===== src/rtl/tstamp_pkg.sv =====
package tstamp_pkg;
  localparam int ADDR_W = 8;
  localparam int DATA_W = 32;
  localparam logic [ADDR_W-1:0] A_CTRL = 8'h00;
  localparam logic [ADDR_W-1:0] A_CLO  = 8'h08;
  localparam logic [ADDR_W-1:0] A_CHI  = 8'h0C;
  localparam logic [ADDR_W-1:0] A_MULT = 8'h10;
  localparam logic [ADDR_W-1:0] A_FREQ = 8'h14;

  typedef struct packed {
    logic hod;
    logic en;
  } ctrl_t;
endpackage


===== src/rtl/tstamp_regs.sv =====
module tstamp_regs
  import tstamp_pkg::*;
#(
  parameter int MULT_W   = 16,
  parameter int FREQ_W   = 32,
  parameter int FREQ_MIN = 1,
  parameter int FREQ_MAX = 50_000_000,
  parameter int FREQ_RST = 24_000_000
) (
  input  logic              clk,
  input  logic              rst,
  input  logic              wr_en,
  input  logic [ADDR_W-1:0] wr_addr,
  input  logic [DATA_W-1:0] wr_data,
  output ctrl_t             ctrl,
  output logic [MULT_W-1:0] mult,
  output logic [FREQ_W-1:0] freq,
  output logic              load_go,
  output logic [63:0]       load_word
);
  localparam logic [DATA_W-1:0] FMIN = DATA_W'(FREQ_MIN);
  localparam logic [DATA_W-1:0] FMAX = DATA_W'(FREQ_MAX);

  logic [DATA_W-1:0] lo_stage;
  logic              freq_ok;
  logic              mult_ok;

  assign freq_ok   = (wr_data >= FMIN) && (wr_data <= FMAX);
  assign mult_ok   = (wr_data[MULT_W-1:0] != '0);
  assign load_go   = wr_en && (wr_addr == A_CHI);
  assign load_word = {wr_data, lo_stage};

  always_ff @(posedge clk) begin
    if (rst) begin
      ctrl     <= '0;
      mult     <= MULT_W'(1);
      freq     <= FREQ_W'(FREQ_RST);
      lo_stage <= '0;
    end else if (wr_en) begin
      case (wr_addr)
        A_CTRL: ctrl <= ctrl_t'(wr_data[1:0]);
        A_CLO:  lo_stage <= wr_data;
        A_MULT: if (mult_ok) mult <= wr_data[MULT_W-1:0];
        A_FREQ: if (freq_ok) freq <= wr_data[FREQ_W-1:0];
        default: ;
      endcase
    end
  end

  always_ff @(posedge clk) begin
    if (!rst) begin
      AST_MULT_NONZERO: assert (mult != '0);
      AST_FREQ_RANGE: assert (32'(freq) >= FMIN && 32'(freq) <= FMAX);
    end
  end
endmodule


===== src/rtl/tstamp_count.sv =====
module tstamp_count #(
  parameter int COUNT_W = 64
) (
  input  logic               clk,
  input  logic               rst,
  input  logic               load,
  input  logic [COUNT_W-1:0] load_val,
  input  logic               adv,
  input  logic [COUNT_W-1:0] inc,
  output logic [COUNT_W-1:0] cnt
);
  always_ff @(posedge clk) begin
    if (rst)       cnt <= '0;
    else if (load) cnt <= load_val;
    else if (adv)  cnt <= cnt + inc;
  end

  AST_LOAD_TAKES: assert property (@(posedge clk) disable iff (rst)
    load |=> cnt == $past(load_val));
  AST_IDLE_HOLDS: assert property (@(posedge clk) disable iff (rst)
    (!load && !adv) |=> $stable(cnt));
  AST_STEP_ADDS: assert property (@(posedge clk) disable iff (rst)
    (!load && adv) |=> cnt == $past(cnt) + $past(inc));
endmodule


===== src/rtl/tstamp_readmux.sv =====
module tstamp_readmux
  import tstamp_pkg::*;
#(
  parameter int MULT_W = 16,
  parameter int FREQ_W = 32
) (
  input  logic              clk,
  input  logic              rst,
  input  logic              rd_en,
  input  logic [ADDR_W-1:0] rd_addr,
  input  ctrl_t             ctrl,
  input  logic [MULT_W-1:0] mult,
  input  logic [FREQ_W-1:0] freq,
  input  logic [63:0]       cnt64,
  output logic [DATA_W-1:0] rd_data,
  output logic              rd_valid
);
  logic [DATA_W-1:0] sel;

  always_comb begin
    case (rd_addr)
      A_CTRL:  sel = DATA_W'(ctrl);
      A_CLO:   sel = cnt64[31:0];
      A_CHI:   sel = cnt64[63:32];
      A_MULT:  sel = DATA_W'(mult);
      A_FREQ:  sel = DATA_W'(freq);
      default: sel = '0;
    endcase
  end

  always_ff @(posedge clk) begin
    if (rst) begin
      rd_data  <= '0;
      rd_valid <= 1'b0;
    end else begin
      rd_valid <= rd_en;
      if (rd_en) rd_data <= sel;
    end
  end

  AST_RD_PULSE: assert property (@(posedge clk) disable iff (rst)
    rd_en |=> rd_valid);
  AST_RD_QUIET: assert property (@(posedge clk) disable iff (rst)
    !rd_en |=> !rd_valid);
endmodule


===== src/rtl/scaled_tstamp.sv =====
module scaled_tstamp
  import tstamp_pkg::*;
#(
  parameter int COUNT_W  = 64,
  parameter int MULT_W   = 16,
  parameter int FREQ_W   = 32,
  parameter int FREQ_MIN = 1,
  parameter int FREQ_MAX = 50_000_000,
  parameter int FREQ_RST = 24_000_000
) (
  input  logic        clk,
  input  logic        rst,
  input  logic        ref_tick,
  input  logic        dbg_halt,
  input  logic        wr_en,
  input  logic [7:0]  wr_addr,
  input  logic [31:0] wr_data,
  input  logic        rd_en,
  input  logic [7:0]  rd_addr,
  output logic [31:0] rd_data,
  output logic        rd_valid,
  output logic [63:0] count_out
);
  ctrl_t              ctrl;
  logic [MULT_W-1:0]  mult;
  logic [FREQ_W-1:0]  freq;
  logic               load_go;
  logic [63:0]        load_word;
  logic               adv;
  logic [COUNT_W-1:0] cnt;

  tstamp_regs #(
    .MULT_W(MULT_W), .FREQ_W(FREQ_W), .FREQ_MIN(FREQ_MIN),
    .FREQ_MAX(FREQ_MAX), .FREQ_RST(FREQ_RST)
  ) u_regs (
    .clk(clk), .rst(rst), .wr_en(wr_en), .wr_addr(wr_addr),
    .wr_data(wr_data), .ctrl(ctrl), .mult(mult), .freq(freq),
    .load_go(load_go), .load_word(load_word)
  );

  assign adv = ctrl.en && ref_tick && !(ctrl.hod && dbg_halt);

  tstamp_count #(.COUNT_W(COUNT_W)) u_count (
    .clk(clk), .rst(rst), .load(load_go),
    .load_val(load_word[COUNT_W-1:0]), .adv(adv),
    .inc(COUNT_W'(mult)), .cnt(cnt)
  );

  generate
    if (COUNT_W < 64) begin : g_pad
      assign count_out = {{(64-COUNT_W){1'b0}}, cnt};
    end else begin : g_full
      assign count_out = cnt;
    end
  endgenerate

  tstamp_readmux #(.MULT_W(MULT_W), .FREQ_W(FREQ_W)) u_rd (
    .clk(clk), .rst(rst), .rd_en(rd_en), .rd_addr(rd_addr),
    .ctrl(ctrl), .mult(mult), .freq(freq), .cnt64(count_out),
    .rd_data(rd_data), .rd_valid(rd_valid)
  );

  AST_HALT_FREEZE: assert property (@(posedge clk) disable iff (rst)
    (ctrl.en && ctrl.hod && dbg_halt && !load_go) |=> $stable(count_out));
  AST_OFF_FREEZE: assert property (@(posedge clk) disable iff (rst)
    (!ctrl.en && !load_go) |=> $stable(count_out));
endmodule


===== config.mk =====
export PLATFORM = sky130hd
export DESIGN_NAME = scaled_tstamp
export DESIGN_NICKNAME = d
export VERILOG_FILES = /design/src/rtl/tstamp_pkg.sv /design/src/rtl/tstamp_regs.sv /design/src/rtl/tstamp_count.sv /design/src/rtl/tstamp_readmux.sv /design/src/rtl/scaled_tstamp.sv
export SDC_FILE = /design/constraint.sdc
export NUM_CORES = 1
export LEC_CHECK = 0
export BUFFER_PORTS_ARGS = -buffer_cell sky130_fd_sc_hd__buf_2
export CAP_MARGIN = 5
export CORE_AREA = 2 2 150 115
export DETAILED_ROUTE_END_ITERATION = 16
export DIE_AREA = 0 0 152 117
export PLACE_DENSITY = 0.8
export SLEW_MARGIN = 20
export SYNTH_ARGS = -nofsm -noshare
export SYNTH_HDL_FRONTEND = slang
export SYNTH_SLANG_ARGS = --single-unit

===== constraint.sdc =====
create_clock -name clk -period 3.1 [get_ports clk]
set_input_delay 0.465 -clock clk [delete_from_list [all_inputs] [get_ports clk]]
set_output_delay 0.465 -clock clk [all_outputs]
set_load 0.03 [all_outputs]

# --- Word-level counts from Yosys, hierarchy flattened ---
# Cells that the tools add are included.
totals:
  mem_bits_ro: 0
  mem_count: 0
  output_inout_bits: 97
  in_bits: 54
  elab_cells: 36
  ramBits: 0
  latch_bits: 0
  register_bits: 179
op_classes:
  div_mod_pow: 0
  n_bitwise: 0
  n_shift: 0
  add_sub_neg: 1
  eq_ne: 8
  n_mul: 0
  n_mux: 3
  n_reduce_logical: 14
  order_cmp: 2
op_table:
  columns: ["op", "count"]
  rows:
  - ["32-bit case mux with 5 select lines", 1]
  - ["64-bit two-way mux", 2]
  - ["64-bit by 16-bit adder with 64-bit output", 1]
  - ["8-bit by 4-bit == test with 1-bit output, second input constant", 4]
  - ["8-bit by 5-bit == test with 1-bit output, second input constant", 4]
  - ["32-bit by 1-bit greater-or-equal comparator with 1-bit output, second input constant", 1]
  - ["32-bit by 26-bit <= comparator with 1-bit output, second input constant", 1]
  - ["8-bit logical NOT", 2]
  - ["16-bit nonzero test", 1]
  - ["3-bit AND reduction", 2]
  - ["1-bit logical AND", 5]
  - ["2-bit AND reduction", 2]
  - ["2-bit nonzero test", 1]
  - ["1-bit logical NOT", 1]

# --- Logic depth before layout (Yosys ltp) ---
# Gate-level depths: netlist of the first run.
depth:
  word_depth: 5
  depth_mapped: 10
  ltp_nobuf: 9

# --- Modules after synthesis ---
# From an unflattened synthesis of the first run, not the netlist that was laid out.
unflattened:
  hier_cells: 1546
  area_unflattened_um2: 12226.7
modules_own_cells:
  columns: ["module", "seq_area_each_um2", "area_each_um2", "n_inst", "cells_per_inst"]
  rows:
  - ["tstamp_count", 1281.2, 6847.8, 1, 950]
  - ["tstamp_regs", 1641.6, 3485.8, 1, 393]
  - ["tstamp_readmux", 660.6, 1876.8, 1, 200]
  - ["scaled_tstamp", 0.0, 16.3, 1, 3]

# --- Least setup slack after synthesis of the first run ---
# No wires, ideal clock.
synth_path:
  path_type: "flip-flop to flip-flop"
  start: "reg u_count.cnt[0]"
  end: "reg u_count.cnt[60]"
  slack_ns: 0.266
  path_stages_with_launch: 10
  synth_period_minus_slack_ns: 2.834
  t_arrival_ns: 2.760
  cell_sequence: "dfxtp_1 -> ha_1 -> fa_1 -> a21oi_1 -> o221ai_1 -> a41oi_2 -> a2111oi_4 -> nand2_4 -> or4_4 -> o211ai_2"
synth_via:
  elab_chain_cells: 3
synth_lines:
  columns: ["element", "line", "source"]
  rows:
  - ["start: declaration", "tstamp_count.sv:10", "output logic [COUNT_W-1:0] cnt"]
  - ["start signal: assignment", "tstamp_count.sv:14", "else if (load) cnt <= load_val;"]
  - ["start signal: assignment", "tstamp_count.sv:15", "else if (adv) cnt <= cnt + inc;"]
  - ["64-bit by 16-bit adder with 64-bit output", "tstamp_count.sv:15", null]
  - ["64-bit two-way mux", "tstamp_count.sv:15", null]
  - ["64-bit two-way mux", "tstamp_count.sv:14", null]
# Every way passes these cells. The select of a mux whose other input is x is not followed.
# A chain may end at the register's enable or synchronous reset.

# --- Worst setup path in the final report of the first run ---
layout_path:
  start: "reg u_count.cnt[0]"
  end: "reg u_count.cnt[28]"
# The elaborated chain is that of the path after synthesis.

==> results.md, run 1 <==
* Worst r2r src: u_count.cnt[0]
* DRC viols at 0
* Unique masters post-synth at 76
* Critical Path, Cell by Cell: ha_1 -> fa_1 -> a21oi_1 -> o221ai_1 -> a41oi_2 -> a21o_1 -> nor2_1 -> xnor2_1 -> a211oi_1
* Final Cycle Share at 93.96%
* Die area at about 0.018 mm^2
* Pwr dens at 436.1 mW/mm^2
* Nets at 1329
* Reg-to-reg slack, setup at 190 ps
* Initial antenna violation count at 0
* Input/output buffers at 150
* Maximum fanout along the worst path at 10
* Crit-path max cell delay at 450 ps
* Synth Register Bits at around 180
* Clk sinks at 179
* Iter 0 DRT Violations at between 1000 and 1500
* Critical Path Source: u_count.cnt[0]
* Yosys warns at 0
* Final global-route overflow total at 0
* Post-synth EDFFs at 0
* Initial Util at between 50% and 60%
* Clock Latency Late Sink at 440 ps
* CTS Hold Bufs at 0
* Critical path class: reg -> reg
* Slew Limit Fails at 0
* Synth top area share at 39.01%
* Gpl congestion at 0.9826
* CP endpoint kind: register
* Setup_tns at 0 ps
* Count leader, synth: dfxtp_1
* Synth top area cells: dfxtp_1, nor2_1, nand2_1
* Layout cells sized above 1 at 21.01%
* FMAX at about 0.34 GHz
* Row cnt at a little over 40
* Root Buffer: clkbuf_16
* Worst VDD drop at 0.3762 mV
* Slowest CP cell: a21o_1
* Setup crit end: u_count.cnt[28]
* Number of hold violations in the final report at 0
* Largest net degree at the start of global routing at 68
* Layout area overhead at 17.86%
* Area leader, netlist: dfxtp_1
* Max Root-Sink Buffers at 2
* Startpoint types: register
* CTS clk-pin slew, worst paths at ~70 ps
* Final setup viols at 0
* Routed Antenna Nets at 0
* TritonCTS Buffers at 17
* Drt first pass iters at 12
* CP Data Required Time at roughly 3400 ps
* Worst rel slew slack at 36.50%
* Top FF cell, synth: dfxtp_1
* DR WL/cell at between 20 and 25 um
* GRT Total Usage at 33.43%
* Critical Path AT at 3260 ps
* Crit Reg-Reg Endpoint: u_count.cnt[28]
* Num ports at around 150
* DP HPWL at between 20000 and 25000 um
* First-pass GRT wire length at 46910 um
* Reg2Reg Depth at 9
* TritonCTS clock tree: done
* Overall Power at 4.721 mW
* Register area share after synthesis at 39.01%
* Min Hold Slack at 300.8 ps
* Clk_skew at between 8 and 9 ps
* Syn Area/Cell at 8.121 um^2
* Synthesized Nets at ~1200
* Core box area at 0.01647 mm^2
* Vias/cell at 6.425
* Hold crit path type: in -> reg
* DIE WIDTH at 152 um
* Total Wirelength at roughly 30000 um
* FFs w/ async S/R, synth at 0%
* Synth cell count leaders: dfxtp_1, nor2_1, nand2_1, a21oi_1, clkbuf_1
* Post-Route Utilization at 65.74%
* Status: completed
* MaxCap Viol Count at 0
* Final Critical Period at 2913 ps
* Netlist Area Pre-Place at between 0.009 and 0.01 mm^2
* H-tree depth at 4
* Total vias in the final route at about 9600
* Leak Pwr at 4.239 nW
* Die Y at 117 um
* RSZ-0062 raised after global routing: false
* Vias in the first global route at 8427
* Worst Tran Pin Value at 952.6 ps
* Cell count after synthesis at 1131
[cell type report]
type | instances | area [um^2]
diodes | 1 | 2.502
clock buffers | 19 | 442.9
clock inverters | 13 | 131.4
fillers | 1386 | 5642
inverters | 23 | 86.33
multi-input cells | 851 | 5241
flip-flops and latches | 179 | 3583
well taps | 215 | 269.0
repair buffers | 186 | 1069
[cell usage in the layout, fill, tap and decap left out, types with 6 or more instances in the layout]
master / instances
ha_1: 16
dfxtp_1: 179
or4_1: 7
nand4_1: 10
nor2_1: 165
a211oi_1: 50
clkinv_2: 6
a211o_1: 13
nor2b_1: 7
o21ai_1: 8
a21oi_1: 110
a222oi_1: 30
xor2_1: 6
mux2_2: 19
buf_2: 149
inv_1: 22
and3_1: 11
nor3b_1: 7
nor3_1: 11
buf_4: 33
and2_1: 10
nand3_1: 27
clkbuf_16: 17
nor4_1: 8
mux2i_1: 23
a311oi_1: 6
xnor2_1: 39
a2111oi_0: 10
o21ai_0: 13
nand2_1: 162
[worst min-delay path by stage]
stage          cells past startpoint                  to          startpoint
6_report                           3     u_count.cnt[61]         wr_data[29]
5_1_grt                            3     u_count.cnt[61]         wr_data[29]
4_1_cts                            3     u_count.cnt[61]         wr_data[29]
3_5_place_dp                       1     u_regs.freq[30]     u_regs.freq[30]
3_3_place_gp                       2  u_regs.lo_stage[6]  u_regs.lo_stage[6]
2_1_floorplan                      2  u_regs.lo_stage[6]  u_regs.lo_stage[6]
[per-stage QoR]
| stage | setup WS [ps] | cell area, um^2 | instances |
|---|---|---|---|
| 2_1_floorplan | 266.3 | 9185 | 1131 |
| 3_3_place_gp | 138.4 | 10220 | 1453 |
| 3_5_place_dp | 179.1 | 10220 | 1453 |
| 4_1_cts | 156.7 | 10790 | 1485 |
| 5_1_grt | 31.37 | 10820 | 1486 |
| 6_report | 187.2 | 10830 | 1487 |
[state kept, by name (all words and copies together), names as in the netlist]
signal	flops
u_rd.rd_valid	1
u_rd.rd_data	32
u_regs.ctrl	2
u_regs.mult	16
u_regs.lo_stage	32
u_count.cnt	64
u_regs.freq	32
[what timing repair did]
| item | CTS | global route |
|---|---|---|
| gates resized for setup | 0 | 4 |
| endpoints found under the hold margin | 0 | 0 |
| endpoints found under the setup margin | 0 | 5 |
| setup buffers | 0 | 0 |
[layer usage]
layer / track usage, % / up-vias / part of all wire [%]
li1: - / 4334 / -
met1: 48.04 / 4486 / 43
met2: 48.41 / 658 / 40
met3: 9.647 / 76 / 14
met4: 10.84 / 0 / 2.3
met5: 0 / - / 0
[kinds of logic (layout without fill, tap and decap cells)]
| family | count (synthesis) | in the layout | share of synthesized area (%) |
|---|---|---|---|
| other | 0 | 1 | 0 |
| DFF | 179 | 179 | 39.01 |
| muxes | 42 | 42 | 4.836 |
| and+or+nand+nor | 460 | 460 | 22.90 |
| AOI/OAI and AO/OA | 287 | 287 | 22.00 |
| adders and majority gates | 17 | 17 | 2.397 |
| xor gates and xnor gates | 45 | 45 | 4.291 |
| buffers and inverters | 101 | 241 | 4.563 |
[critical path, delay by kind of cell, from the launching register on]
kind | cells | cell delay, ps
AO/OA/AOI/OAI | 5 | 1550
adder cells (fa/ha/maj) | 2 | 670
AND/OR/NAND/NOR | 1 | 120
flip-flops | 1 | 330
XOR/XNOR | 1 | 140
[report_power, final]
group	switching, mW	internal [mW]	leakage (nW)
Combinational	0.162	0.0712	2.51
Sequential	0.0203	2.31	1.44
Clock	0.951	1.21	0.283
(Power assumes the default switching activity.)
==> run 2, diff against run 1 <==
--- a/config.mk
+++ b/config.mk
@@ -7,9 +7,9 @@
 export LEC_CHECK = 0
 export BUFFER_PORTS_ARGS = -buffer_cell sky130_fd_sc_hd__buf_2
 export CAP_MARGIN = 5
-export CORE_AREA = 2 2 150 115
+export CORE_AREA = 3 3 151 116
 export DETAILED_ROUTE_END_ITERATION = 16
-export DIE_AREA = 0 0 152 117
+export DIE_AREA = 0 0 154 119
 export PLACE_DENSITY = 0.8
 export SLEW_MARGIN = 20
 export SYNTH_ARGS = -nofsm -noshare
==> constraint.sdc (replaced) <==
create_clock -name clk -period 3.1 [get_ports clk]
set_input_delay 0.31 -clock clk [delete_from_list [all_inputs] [get_ports clk]]
set_output_delay 0.31 -clock clk [all_outputs]
set_load 0.03 [all_outputs]
==> results.md, run 2 (synthesized netlist as in run 1, its figures left out) <==
* Commonest non-fill, non-tap cells in the layout: dfxtp_1, nor2_1, nand2_1, buf_2, a21oi_1
* Grt met1 use at 49.08%
* Worst VDD drop at 0.3628 mV
* Worst r2r src: u_count.cnt[0]
* Buffers & Inverters on Critical Path at 1
* Max reg flops at 64
* CTS Hold Bufs at 0
* Clock Latency Late Sink at about 440 ps
* GRT Total Usage at between 30% and 40%
* CTS clk-pin slew, worst paths at 70 ps
* Largest net degree at the start of global routing at 67
* Hold Path Origin: wr_data[29]
* Crit. path cell count at 10
* Hold crit path type: in -> reg
* Initial antenna violation count at 0
* DR WL/cell at roughly 21 um
* MaxCap Viol Count at 0
* Layout area overhead at 17.75%
* Worst slack at placement at 45.67 ps
* Delay-heaviest family, CP: compound AO/OA/AOI/OAI gates
* Pwr dens at 431.1 mW/mm^2
* Initial Util at 57.17%
* Worst hold path stage count at 3
* Largest Register: u_count.cnt
* Crit Reg-Reg Endpoint: u_count.cnt[20]
* Final Cell Area at 0.01082 mm^2
* Num ports at 151
* Status: completed
* Critical Path AT at 3360 ps
* Clk_skew at 9.680 ps
* Max Root-Sink Buffers at 2
* Slew Limit Fails at 0
* Setup_tns at 0 ps
* Vias/cell at 6.417
* Clk sinks at approximately 180
* Placed cell area at 0.01024 mm^2
* Leak Pwr at around 4.2 nW
* Drt first pass iters at 9
* Layout cells sized above 1 at 21.35%
* Nets at 1332
* M3 GR Usage at 11.41%
* Inserted Diodes at 0
* Final setup viols at 0
* Hold endpoint: u_count.cnt[61]
* Reg2Reg Depth at 10
* Core box area at 0.01607 mm^2
* Total vias in the final route at 9523
* Worst Tran Pin Value at 1037 ps
* Final global-route overflow total at 0
* Most common cell after layout, fill and taps aside: dfxtp_1
* Reg-to-reg slack, setup at 100 ps
* Cell Count, Final, Fillers Out at 1484
* Maximum fanout along the worst path at 5
* GR peak layer: met1
* RSZ-0062 raised after global routing: false
* FF/Latch Area at 0.003583 mm^2
* Met2 Use GR at 44.77%
* Worst rel slew slack at 30.73%
* CP endpoint kind: register
* Critical path class: reg -> reg
* Row cnt at 40
* CP Data Required Time at 3460 ps
* Vias in the first global route at 8373
* Critical Path, Cell by Cell: ha_1 -> fa_1 -> a21oi_1 -> o221ai_1 -> a41oi_2 -> and2_1 -> nor4b_1 -> buf_4 -> xnor2_1 -> a211oi_1
* Total Wirelength at 31260 um
* TritonCTS clock tree: done
* FMAX at 0.3332 GHz
* Input/output buffers at 150
* DRC viols at 0
* Root Buffer: clkbuf_16
* Routed Antenna Nets at 0
* Final Cycle Share at 96.82%
* First-pass GRT wire length at about 48000 um
* Number of hold violations in the final report at 0
* Die Y at 119 um
* Final Critical Period at 3001 ps
* # fillers at ~1400
* Gpl congestion at a little under 1
* Final setup margin at 98.67 ps
* Overall Power at approximately 4.7 mW
* DP HPWL at roughly 22000 um
* Crit-path max cell delay at between 400 and 500 ps
* H-tree depth at 4
* DIE WIDTH at 154 um
* Die area at 0.01833 mm^2
* Slowest CP cell: fa_1
* Iter 0 DRT Violations at 1709
* TritonCTS Buffers at 17
* Multi-input logic area at around 0.0052 mm^2
* Placed cells at 1452
* Startpoint types: register
run 2: cell count changes in the layout (fill, tap and decap cells not counted), moves of 2 or more:
cell / delta
clkinv_2: -5
buf_4: +4
inv_8: +4
inv_6: +3
bufinv_16: -2
run 2: power breakdown:
| group | switching [mW] | internal [mW] | leakage [nW] |
|---|---|---|---|
| registers | 0.0185 | 2.31 | 1.44 |
| logic | 0.166 | 0.0753 | 2.53 |
| clock network | 1.03 | 1.06 | 0.269 |
| total | 1.22 | 3.45 | 4.24 |
run 2: cell type report:
type	count	share of cell area [%]
clock buffer	17	3.933
tap	210	2.429
timing repair buffer	189	10.02
clock inverter	15	1.238
sequential	179	33.13
multi-input combinational	851	48.45
inverter	23	0.7982
run 2: worst max-delay path by stage:
stage                       to      startpoint  slack [ps]
3_3_place_gp    u_regs.freq[9]      wr_data[8]         140
3_5_place_dp   u_regs.freq[12]     wr_data[16]          50
4_1_cts        u_count.cnt[32]  u_count.cnt[0]          90
2_1_floorplan  u_count.cnt[60]  u_count.cnt[0]         270
5_1_grt        u_count.cnt[60]  u_count.cnt[0]           3
6_report       u_count.cnt[20]  u_count.cnt[0]         100
run 2: what timing repair did:
item / CTS / global route
endpoints found under the setup margin: 0 / 7
buffers inserted: 0 / 0
gates resized for setup: 0 / 4
run 2: stage by stage:
stage | hold slack (ps) | util (%)
6_report | 132.5 | 67.32
5_1_grt | 136.6 | 67.32
3_5_place_dp | 442.7 | 63.75
3_3_place_gp | 434.9 | 63.75
4_1_cts | 116.6 | 67.24
2_1_floorplan | 418.6 | -
run 2: worst reg2reg max path, delay by kind of cell (launching register included):
kind	cells	cell delay [ps]
AO/OA/AOI/OAI	4	1130
XOR/XNOR	1	120
adder cells (fa/ha/maj)	2	700
buffers and inverters	1	150
flip-flops	1	360
AND/OR/NAND/NOR	2	480
run 2: per-layer routing:
layer	vias to the layer above	share of wire, %
li1	4346	-
met1	4494	43
met2	622	41
met3	61	14
met4	0	2.2
met5	-	0
==> run 3, diff against run 2 <==
--- a/config.mk
+++ b/config.mk
@@ -7,10 +7,10 @@
 export LEC_CHECK = 0
 export BUFFER_PORTS_ARGS = -buffer_cell sky130_fd_sc_hd__buf_2
 export CAP_MARGIN = 5
-export CORE_AREA = 3 3 151 116
+export CORE_AREA = 3 3 159 123
 export DETAILED_ROUTE_END_ITERATION = 16
-export DIE_AREA = 0 0 154 119
-export PLACE_DENSITY = 0.8
+export DIE_AREA = 0 0 162 126
+export PLACE_DENSITY = 0.75
 export SLEW_MARGIN = 20
 export SYNTH_ARGS = -nofsm -noshare
 export SYNTH_HDL_FRONTEND = slang
==> constraint.sdc (replaced) <==
create_clock -name clk -period 2.7 [get_ports clk]
set_input_delay 0.27 -clock clk [delete_from_list [all_inputs] [get_ports clk]]
set_output_delay 0.27 -clock clk [all_outputs]
set_load 0.03 [all_outputs]
==> results.md, run 3 (synthesized netlist as in run 1, its figures left out) <==
* Status: completed
* Clock Latency Late Sink at ~440 ps
* Most common cell after layout, fill and taps aside: dfxtp_1
* Total vias in the final route at ~9800
* Reg2Reg Depth at 9
* Maximum fanout along the worst path at 14
* Hold endpoint: u_count.cnt[61]
* Worst hold path stage count at 3
* CTS Hold Bufs at 0
* Layout cells sized above 1 at 26.13%
* Inserted Diodes at 0
* Critical Path AT at around 3000 ps
* CTS clk-pin slew, worst paths at 70 ps
* Iter 0 DRT Violations at 1311
* Startpoint types: primary input
* TritonCTS clock tree: done
* Leak Pwr at between 4 and 5 nW
* Multi-input logic area at 0.005375 mm^2
* Final global-route overflow total at 0
* FMAX at 0.3790 GHz
* CP Data Required Time at 3080 ps
* H-tree depth at 4
* Final Critical Period at ~2600 ps
* Root Buffer: clkbuf_16
* Worst Tran Pin Value at 829.3 ps
* Core box area at 0.01818 mm^2
* Setup_tns at 0 ps
* Routed Antenna Nets at 0
* Nets at around 1400
* Worst rel slew slack at 44.72%
* Layout area overhead at 25.39%
* FF/Latch Area at about 0.0036 mm^2
* Buffers & Inverters on Critical Path at 3
* Overall Power at 5.574 mW
* Hold Path Origin: wr_data[29]
* Input/output buffers at 150
* Initial Util at 50.51%
* Worst r2r src: u_regs.mult[4]
* Slew Limit Fails at 0
* Clk sinks at 179
* Largest net degree at the start of global routing at 101
* Die area at 0.02041 mm^2
* Max Root-Sink Buffers at 2
* DR WL/cell at 20.97 um
* Num ports at between 150 and 200
* CP endpoint kind: register
* Initial antenna violation count at 0
* Row cnt at 43
* Drt first pass iters at 9
* Commonest non-fill, non-tap cells in the layout: dfxtp_1, nor2_1, nand2_1, buf_2, a21oi_1
* Largest Register: u_count.cnt
* RSZ-0062 raised after global routing: true
* Vias/cell at 6.203
* Max reg flops at 64
* # fillers at 1590
* GRT Total Usage at a little under a third
* Crit-path max cell delay at between 600 and 700 ps
* Critical Path, Cell by Cell: buf_2 -> nor4_1 -> buf_4 -> and3_1 -> nand3_1 -> or4_1 -> o311ai_4 -> buf_12 -> nor2b_1 -> and2_1
* Die Y at 126 um
* Delay-heaviest family, CP: simple AND/OR/NAND/NOR gates
* DRC viols at 0
* Reg-to-reg slack, setup at 60 ps
* First-pass GRT wire length at 49740 um
* Clk_skew at 11.83 ps
* DIE WIDTH at 162 um
* Crit Reg-Reg Endpoint: u_count.cnt[57]
* Vias in the first global route at between 8000 and 9000
* Final setup viols at 0
* Pwr dens at 484.0 mW/mm^2
* Critical path class: in -> reg
* MaxCap Viol Count at 0
* Gpl congestion at a little over 1
* Worst VDD drop at 0.3611 mV
* Final Cycle Share at 97.73%
* TritonCTS Buffers at 17
* Number of hold violations in the final report at 0
* Slowest CP cell: nor4_1
* Total Wirelength at ~33000 um
* Hold crit path type: in -> reg
* DP HPWL at 22670 um
[run 3: cell types whose count changed in the layout (fill, tap and decap cells not counted), moves of 5 or more]
| cell | before | now |
|---|---|---|
| ha_1 | 16 | 6 |
| buf_4 | 37 | 83 |
| buf_12 | 3 | 8 |
| ha_4 | 0 | 5 |
| ha_2 | 0 | 5 |
[run 3: stage by stage]
step / cells / hold slack (ps) / setup WS, ps / area [um^2] / utilization, %
floorplan: 1131 / 378.6 / 14.88 / 9186 / -
global placement: 1535 / 438.7 / -107.4 / 10700 / 58.83
detailed placement: 1535 / 444.7 / -160.7 / 10700 / 58.83
CTS: 1567 / 84.71 / -4.469 / 11310 / 62.18
global route: 1575 / 106.3 / -36.32 / 11520 / 63.33
finish: 1575 / 94.14 / 61.18 / 11520 / 63.33
[run 3: report_power, final]
| group | internal (mW) | switching [mW] |
|---|---|---|
| clock network | 1.47 | 1.15 |
| registers | 2.65 | 0.0216 |
| logic | 0.0946 | 0.194 |
[run 3: how the worst max path moves through the flow]
stage	start	endpoint	slack (ps)	cells after the start
floorplan	u_count.cnt[9]	u_count.cnt[60]	10	9
global placement	wr_data[3]	u_regs.freq[31]	-110	10
detailed placement	wr_data[3]	u_regs.freq[28]	-160	10
CTS	u_regs.mult[0]	u_count.cnt[60]	-4	9
global route	u_regs.mult[4]	u_count.cnt[57]	-40	9
finish	wr_data[3]	u_regs.freq[30]	60	10
[run 3: cell type report]
class	count	area share, %
multi-input combinational	852	46.67
sequential	179	31.14
timing repair buffer	242	13.50
clock buffer	17	3.694
tap	247	2.683
clock inverter	15	1.564
inverter	23	0.7496
[run 3: worst register-to-register path: cells and delay by family, from the launching register on]
kind | cells | cell delay, ps
AO/OA/AOI/OAI | 5 | 1250
XOR/XNOR | 1 | 200
adder cells (fa/ha/maj) | 1 | 310
buffers and inverters | 1 | 200
flip-flops | 1 | 350
AND/OR/NAND/NOR | 1 | 210
[run 3: metal layers]
| metal | global-route usage [%] | vias to the layer above | wire length (um) |
|---|---|---|---|
| met5 | 0 | - | 0 |
| met1 | 45.38 | 4589 | 14030 |
| met2 | 43.15 | 659 | 13560 |
| li1 | - | 4439 | - |
| met4 | 7.523 | 0 | 756 |
| met3 | 11.02 | 83 | 4689 |
[run 3: timing repair]
item	4_1_cts	5_1_grt
hold endpoints to repair	0	0
gates resized for setup	3	31
setup endpoints to repair	7	33
pin swaps	0	6
cloned	0	1
buffers inserted	0	6
